===== src/rtl/gpio_bank_pkg.sv =====
package gpio_bank_pkg;

  localparam int REG_W = 32;
  localparam int NCFG  = 6;

  typedef enum logic [3:0] {
    RS_DIN  = 4'd0,
    RS_DOUT = 4'd1,
    RS_OE   = 4'd2,
    RS_LVL  = 4'd3,
    RS_DUAL = 4'd4,
    RS_POL  = 4'd5,
    RS_MASK = 4'd6,
    RS_RAW  = 4'd7,
    RS_MST  = 4'd8,
    RS_CLR  = 4'd9
  } reg_sel_e;

  localparam int SLOT_DOUT = 0;
  localparam int SLOT_OE   = 1;
  localparam int SLOT_LVL  = 2;
  localparam int SLOT_DUAL = 3;
  localparam int SLOT_POL  = 4;
  localparam int SLOT_MASK = 5;

  function automatic reg_sel_e cfg_slot_sel(input int slot);
    case (slot)
      SLOT_DOUT: return RS_DOUT;
      SLOT_OE:   return RS_OE;
      SLOT_LVL:  return RS_LVL;
      SLOT_DUAL: return RS_DUAL;
      SLOT_POL:  return RS_POL;
      default:   return RS_MASK;
    endcase
  endfunction

endpackage


===== src/rtl/gpio_pad_sync.sv =====
module gpio_pad_sync #(
  parameter int W = 32
) (
  input  logic         clk,
  input  logic         rst_n,
  input  logic [W-1:0] pad_i,
  output logic [W-1:0] sync_o,
  output logic [W-1:0] prev_o
);

  logic [W-1:0] meta_q, sync_q, prev_q;
  logic [W-1:0] meta_d, sync_d, prev_d;

  always_comb begin
    meta_d = pad_i;
    sync_d = meta_q;
    prev_d = sync_q;
  end

  always_ff @(posedge clk or negedge rst_n) begin
    if (!rst_n) begin
      meta_q <= '0;
      sync_q <= '0;
      prev_q <= '0;
    end else begin
      meta_q <= meta_d;
      sync_q <= sync_d;
      prev_q <= prev_d;
    end
  end

  assign sync_o = sync_q;
  assign prev_o = prev_q;

endmodule


===== src/rtl/gpio_trigger.sv =====
module gpio_trigger #(
  parameter int NPINS = 32
) (
  input  logic [NPINS-1:0] cur_i,
  input  logic [NPINS-1:0] prev_i,
  input  logic [NPINS-1:0] lvl_i,
  input  logic [NPINS-1:0] dual_i,
  input  logic [NPINS-1:0] pol_i,
  output logic [NPINS-1:0] hit_o
);

  for (genvar g = 0; g < NPINS; g++) begin : g_pin
    logic rise_w, fall_w, lvl_hit_w, edge_hit_w;

    assign rise_w     = cur_i[g] & ~prev_i[g];
    assign fall_w     = ~cur_i[g] & prev_i[g];
    // active level follows polarity
    assign lvl_hit_w  = pol_i[g] ? cur_i[g] : ~cur_i[g];
    // both-edge setting overrides polarity
    assign edge_hit_w = dual_i[g] ? (rise_w | fall_w)
                                  : (pol_i[g] ? rise_w : fall_w);
    assign hit_o[g]   = lvl_i[g] ? lvl_hit_w : edge_hit_w;
  end

endmodule


===== src/rtl/gpio_status.sv =====
module gpio_status #(
  parameter int NPINS = 32
) (
  input  logic             clk,
  input  logic             rst_n,
  input  logic [NPINS-1:0] hit_i,
  input  logic [NPINS-1:0] lvl_i,
  input  logic [NPINS-1:0] clr_i,
  output logic [NPINS-1:0] raw_o
);

  logic [NPINS-1:0] raw_q, raw_d, hit_kept;

  always_comb begin
    // a clear holds off a level hit for one cycle; an edge hit beats the clear
    hit_kept = hit_i & ~(clr_i & lvl_i);
    raw_d    = (raw_q & ~clr_i) | hit_kept;
  end

  always_ff @(posedge clk or negedge rst_n) begin
    if (!rst_n) raw_q <= '0;
    else        raw_q <= raw_d;
  end

  assign raw_o = raw_q;

endmodule


===== src/rtl/gpio_cfg_regs.sv =====
module gpio_cfg_regs
  import gpio_bank_pkg::*;
#(
  parameter int NPINS  = 32,
  parameter int ADDR_W = 4
) (
  input  logic                       clk,
  input  logic                       rst_n,
  input  logic                       we_i,
  input  logic [ADDR_W-1:0]          addr_i,
  input  logic [NPINS-1:0]           wdata_i,
  output logic [NCFG-1:0][NPINS-1:0] cfg_o
);

  logic [NCFG-1:0] slot_en;

  for (genvar s = 0; s < NCFG; s++) begin : g_slot
    logic [NPINS-1:0] val_q;

    always_comb begin
      slot_en[s] = we_i && (addr_i == ADDR_W'(cfg_slot_sel(s)));
    end

    always_ff @(posedge clk or negedge rst_n) begin
      if (!rst_n)          val_q <= '0;
      else if (slot_en[s]) val_q <= wdata_i;
    end

    assign cfg_o[s] = val_q;
  end

endmodule


===== src/rtl/gpio_irq_bank.sv =====
module gpio_irq_bank
  import gpio_bank_pkg::*;
#(
  parameter int NPINS  = 32,
  parameter int ADDR_W = 4
) (
  input  logic              clk,
  input  logic              rst_n,
  input  logic [ADDR_W-1:0] bus_addr,
  input  logic              bus_we,
  input  logic [REG_W-1:0]  bus_wdata,
  output logic [REG_W-1:0]  bus_rdata,
  input  logic [NPINS-1:0]  pad_in,
  output logic [NPINS-1:0]  pad_oe,
  output logic [NPINS-1:0]  pad_out,
  output logic              irq
);

  logic [1:0]             rst_pipe;
  logic                   rst_n_int;
  logic [NPINS-1:0]       din_s, din_prev, hit_v, clr_v, raw_st, masked_st;
  logic [NCFG-1:0][NPINS-1:0] cfg_v;
  logic [NPINS-1:0]       lvl_q, dual_q, pol_q, en_q;
  logic [REG_W-1:0]       rd_d;
  logic                   clr_sel;

  // asynchronous assertion, synchronous release
  always_ff @(posedge clk or negedge rst_n) begin
    if (!rst_n) rst_pipe <= 2'b00;
    else        rst_pipe <= {rst_pipe[0], 1'b1};
  end
  assign rst_n_int = rst_pipe[1];

  gpio_pad_sync #(.W(NPINS)) u_sync (
    .clk    (clk),
    .rst_n  (rst_n_int),
    .pad_i  (pad_in),
    .sync_o (din_s),
    .prev_o (din_prev)
  );

  gpio_cfg_regs #(.NPINS(NPINS), .ADDR_W(ADDR_W)) u_cfg (
    .clk     (clk),
    .rst_n   (rst_n_int),
    .we_i    (bus_we),
    .addr_i  (bus_addr),
    .wdata_i (bus_wdata[NPINS-1:0]),
    .cfg_o   (cfg_v)
  );

  assign pad_out = cfg_v[SLOT_DOUT];
  assign pad_oe  = cfg_v[SLOT_OE];
  assign lvl_q   = cfg_v[SLOT_LVL];
  assign dual_q  = cfg_v[SLOT_DUAL];
  assign pol_q   = cfg_v[SLOT_POL];
  assign en_q    = cfg_v[SLOT_MASK];

  gpio_trigger #(.NPINS(NPINS)) u_trig (
    .cur_i  (din_s),
    .prev_i (din_prev),
    .lvl_i  (lvl_q),
    .dual_i (dual_q),
    .pol_i  (pol_q),
    .hit_o  (hit_v)
  );

  always_comb begin
    clr_sel = bus_we && (bus_addr == ADDR_W'(RS_CLR));
    clr_v   = clr_sel ? bus_wdata[NPINS-1:0] : '0;
  end

  gpio_status #(.NPINS(NPINS)) u_stat (
    .clk   (clk),
    .rst_n (rst_n_int),
    .hit_i (hit_v),
    .lvl_i (lvl_q),
    .clr_i (clr_v),
    .raw_o (raw_st)
  );

  assign masked_st = raw_st & en_q;
  assign irq       = |masked_st;

  always_comb begin
    rd_d = '0;
    case (bus_addr)
      ADDR_W'(RS_DIN):  rd_d[NPINS-1:0] = din_s;
      ADDR_W'(RS_DOUT): rd_d[NPINS-1:0] = pad_out;
      ADDR_W'(RS_OE):   rd_d[NPINS-1:0] = pad_oe;
      ADDR_W'(RS_LVL):  rd_d[NPINS-1:0] = lvl_q;
      ADDR_W'(RS_DUAL): rd_d[NPINS-1:0] = dual_q;
      ADDR_W'(RS_POL):  rd_d[NPINS-1:0] = pol_q;
      ADDR_W'(RS_MASK): rd_d[NPINS-1:0] = en_q;
      ADDR_W'(RS_RAW):  rd_d[NPINS-1:0] = raw_st;
      ADDR_W'(RS_MST):  rd_d[NPINS-1:0] = masked_st;
      default:          rd_d = '0;
    endcase
  end

  assign bus_rdata = rd_d;

endmodule


===== config.mk =====
export PLATFORM = sky130hd
export DESIGN_NAME = gpio_irq_bank
export DESIGN_NICKNAME = d
export VERILOG_FILES = /design/src/rtl/gpio_bank_pkg.sv /design/src/rtl/gpio_pad_sync.sv /design/src/rtl/gpio_trigger.sv /design/src/rtl/gpio_status.sv /design/src/rtl/gpio_cfg_regs.sv /design/src/rtl/gpio_irq_bank.sv
export SDC_FILE = /design/constraint.sdc
export NUM_CORES = 1
export LEC_CHECK = 0
export ABC_AREA = 1
export CAP_MARGIN = 5
export CORE_MARGIN = 2
export CORE_UTILIZATION = 50
export DETAILED_ROUTE_END_ITERATION = 16
export DONT_BUFFER_PORTS = 1
export PLACE_DENSITY = 0.68
export SYNTH_ARGS = -nofsm -noshare
export SYNTH_HDL_FRONTEND = slang
export SYNTH_SLANG_ARGS = --single-unit
export TNS_END_PERCENT = 1

===== constraint.sdc =====
create_clock -name clk -period 9.6 [get_ports clk]
set_input_delay 0.48 -clock clk [delete_from_list [all_inputs] [get_ports clk]]
set_output_delay 0.48 -clock clk [all_outputs]
set_load 0.02 [all_outputs]

Yosys cells after proc, flatten, opt, wreduce, memory -nomap -nowiden
Cells that the tools add are included.
Storage, ports and cells
  output and inout bits: 97
  register bits: 322
  word-level logic and storage cells: 326
  input bits: 71
Operators by class
  bitwise operators: 167
  reductions and logical operators: 9
  mux-type cells: 130
  equality and inequality tests: 9
Operators by type and width (number)
  one-hot mux 32 bit (9 select lines): 1
  AND 32 bit: 4
  two-way mux 1 bit: 128
  AND 1 bit: 64
  NOT 1 bit: 64
  NOT 32 bit: 2
  two-way mux 32 bit: 1
  OR 1 bit: 32
  OR 32 bit: 1
  OR reduction 32 bit: 1
  equality test 4 x 3 -> 1 bit, second input constant: 4
  equality test 4 x 2 -> 1 bit, second input constant: 2
  equality test 4 bit, second input constant: 2
  logical AND 1 bit: 7
  equality test 4 x 1 -> 1 bit, second input constant: 1
  zero test 4 bit: 1

Logic depth before layout (Yosys ltp)
  depth in word-level cells: 7
  depth in mapped cells: 9
  depth with buffers taken out: 7

Modules after synthesis
Synthesis repeated with hierarchy kept, for this count alone.
Second synthesis, totals
  cells, all modules: 2355
  area total of the unflattened synthesis: 17569.4 um^2
By module, submodules not included
  gpio_cfg_regs: sequential area each 4804.6 um^2, area each 7742.4 um^2, cells an instance 849, instances 1
  gpio_irq_bank: sequential area each 50.0 um^2, area each 3300.7 um^2, cells an instance 738, instances 1
  gpio_trigger: sequential area each 0.0 um^2, area each 2722.6 um^2, cells an instance 480, instances 1
  gpio_pad_sync: sequential area each 2402.3 um^2, area each 2402.3 um^2, cells an instance 96, instances 1
  gpio_status: sequential area each 800.8 um^2, area each 1401.3 um^2, cells an instance 192, instances 1

Worst setup path before layout
No wires, ideal clock.
  kind: input-to-output
  start point: input port bus_addr[3]
  end point: output port bus_rdata[30]
  buffers on the path: 3
  stages on the path: 8
  arrival: 1542 ps
  setup slack: 7578 ps
  data required time: 9120 ps
  path through: buf_4 > nor2_4 > buf_4 > buf_2 > nand3_1 > nand3_1 > nor2_1 > nand2_1
Between the ends
  word-level cells in the longest chain between the ends: 2
  elaborated cells on any way between the ends: 10
  classes of those cells: eq/ne: 8; mux: 1; reduce/logical: 1
RTL lines
  start: declaration: line gpio_irq_bank.sv:9  | input logic [ADDR_W-1:0] bus_addr,
  equality test 4 bit (tied with other cells): line gpio_irq_bank.sv:86  | case (bus_addr)
  one-hot mux 32 bit (9 select lines) *: line gpio_irq_bank.sv:86
  end: declaration: line gpio_irq_bank.sv:12  | output logic [REG_W-1:0] bus_rdata,
Every way passes the cells marked *; elsewhere a longest branch is shown, timed or not.

Final worst setup path
  start point: input port bus_addr[2]
  end point: output port bus_rdata[0]
Same word-level chain as after synthesis.

==> flow_summary.toml <==
[outcome]
status = "complete, no violations"

[setup_path]
r2r_slack_ns = 7.36
cp_data_required_time_ns = 9.12
rr_startpoint = "rst_pipe[1]"
crit_path_max_incr_delay_ns = 0.82
worst_setup_path_start_kind = "input pin"
worstPathMaxFanout = 85
critical_path.cell_chain = "inv_1, nor2_4, buf_4, buf_4, nand3_1, nand2_1, nor2_1, nand3_1"
path_class = "input pin to output port"
ff2ff_path_depth = 2
reg2reg_to = "u_cfg.g_slot[4].val_q[15]"
crit_path_end_kind = "output port"
cp.arrival_ns = 2.45
crit_slowest_cell = "buf_4"

[layout]
fillers = 2970
stdcell_count = 2457
diodes = 0
post-route-cell-area_um2 = 17700
final_core_util = 0.546
fin_nets = 2125
area_growth_pct = 8.08
layout_commonest_cell = "nand2_1"
final_cell_mix = "nand2_1, dfrtp_1, nand3_1, o21ai_0, inv_1"
drive_gt1_frac = 0.0471

[synth]
ys_ff_latch = 322
ys_types = 18
synth_top_cell_by_area = "dfrtp_1"
yosys_warnings = 0
synthFlopType = "dfrtp_1"
netlist_area_um2 = 16400
synth_top_area_frac = 0.493
syn_nets = 2195
synth_area_per_cell_um2 = 7.94
syn_inst = 2060
ys_seq_area_frac = 0.493
synth_edf_count = 0
synthTopCellsByArea = "dfrtp_1, nand2_1, nand3_1, o21ai_0, ha_1"
synthArstFlopShare = 1.00

[timing]
max_freq_ghz = 0.341
worstMarginPinSlew_ns = 1.00
period_share = 0.305
period_minus_slack_ns = 2.93
setup_violations = 0
rsz0062_at_grt = "no"
relSlewSlack = 0.332
skew_ns = 0.0155
fin_ws_ns = 6.67
hold_violations = 0
slew_violations = 0
fin_hold_ws_ns = 0.0965
setup_tns_ns = 0

[route]
wire_per_inst_um = 17.7
drc = 0
route.vias.total = 13322
drtIter0Drc = 1164
drtAntennaViolNets = 0
vias_per_cell = 5.42
firstDrtPassIters = 6
drt_wl_total_mm = 43.5

[place]
dp.cells = 2360
port_buffers = 0
place_area_um2 = 16200
place_ws_ns = 6.51
hpwl_mm = 27.2
gp_congestion = 0.841

[clocking]
cts.htree.levels = 2
cts_tree = "built"
max-clock-path-buffers = 3
clock_latency_ns = 0.54
cts_inserted_buffers = 37
path_clk_slew_ns = 0.06
cts_root_buf = "clkbuf_16"
clock-sinks = 322

[die]
die_w_um = 185
start_util = 0.505
num_rows = 66
core-area_um2 = 32400
io_pins = 168
die_area_um2 = 34200
die_h_um = 185

[power]
vdd_ir_drop_max_mv = 0.161
p_leak_nw = 9.07
p_total_mw = 3.70
power_density_nw_per_um2 = 210

[worst_hold_path]
min_to = "u_stat.raw_o[26]"
hp-class = "input pin to flop"
hold_path_depth = 3
min-delay-start = "bus_wdata[26]"

[global_route]
antenna_found_initial = 0
overflow = 0
grt_start_max_net_pins = 154
grt_pass1_wl_mm = 69.6
grt_pass1_vias = 12572
grt_util_all_layers = 0.261

[run]
drv_cap = 0
[critical path: cells and delay by family]
family | cells | cell delay [ns]
AND/OR/NAND/NOR | 5 | 0.64
buffers and inverters | 3 | 1.30
[registers in the layout, indices dropped and copies added, names as in the netlist]
signal,flops
u_sync.sync_o,32
u_sync.prev_o,32
rst_pipe,2
u_stat.raw_o,32
u_cfg.g_slot.val_q,192
u_sync.meta_q,32
[worst max-delay path by stage]
stage | startpoint | end | slack, ns | cells after the start
floorplan | rst_pipe[1] | u_cfg.g_slot[0].val_q[0] | 4.33 | 0
global placement | bus_addr[1] | u_cfg.g_slot[1].val_q[28] | 6.56 | 7
detailed placement | bus_addr[1] | u_cfg.g_slot[1].val_q[0] | 6.51 | 7
CTS | bus_addr[2] | bus_rdata[0] | 6.70 | 8
global route | bus_addr[2] | bus_rdata[22] | 6.49 | 8
finish | bus_addr[2] | bus_rdata[0] | 6.67 | 8
[synth_stat cells, types with 3 or more instances]
cell type,instances
nand2_1,647
nand3_2,6
buf_1,3
buf_2,45
clkbuf_1,41
o21ai_0,224
buf_4,73
inv_1,149
o21bai_1,31
dfrtp_1,322
ha_1,64
nor2_1,110
a21oi_1,32
nand3_1,307
[kinds of logic after synthesis]
kind of cell,count (synthesis),synth area share
compound gates,287,0.0926
fa+ha+maj,64,0.0490
buf+inv,311,0.0916
flops,322,0.493
other cells,1,0.000229
simple gates,1075,0.274
[final cells by class]
| cell class | instances | area, um2 | area share |
|---|---|---|---|
| clock buffer | 51 | 1080 | 0.0612 |
| clock inverter | 13 | 93.8 | 0.00531 |
| inverter | 149 | 559 | 0.0316 |
| multi-input combinational | 1427 | 6830 | 0.387 |
| sequential | 322 | 8060 | 0.456 |
| tap | 442 | 553 | 0.0313 |
| timing repair buffer | 53 | 493 | 0.0279 |
[metal layers]
layer | track usage | wire [um]
met1 | 0.354 | 18700
met2 | 0.415 | 20000
met3 | 0.0549 | 3470
met4 | 0.0908 | 1210
met5 | 0 | 0
[timing repair]
item                                   in CTS  in global routing
endpoints found under the hold margin      34                  0
setup buffers                               0                  0
gates resized for setup                     0                  0
hold buffers                               33                  0
[where the power goes]
part	internal (mW)	switching, mW	leakage (nW)	total, mW
clock	0.812	0.561	0.593	1.37
sequential	1.55	0.294	3.87	1.84
combinational	0.174	0.314	4.61	0.488
(Power assumes the default switching activity.)
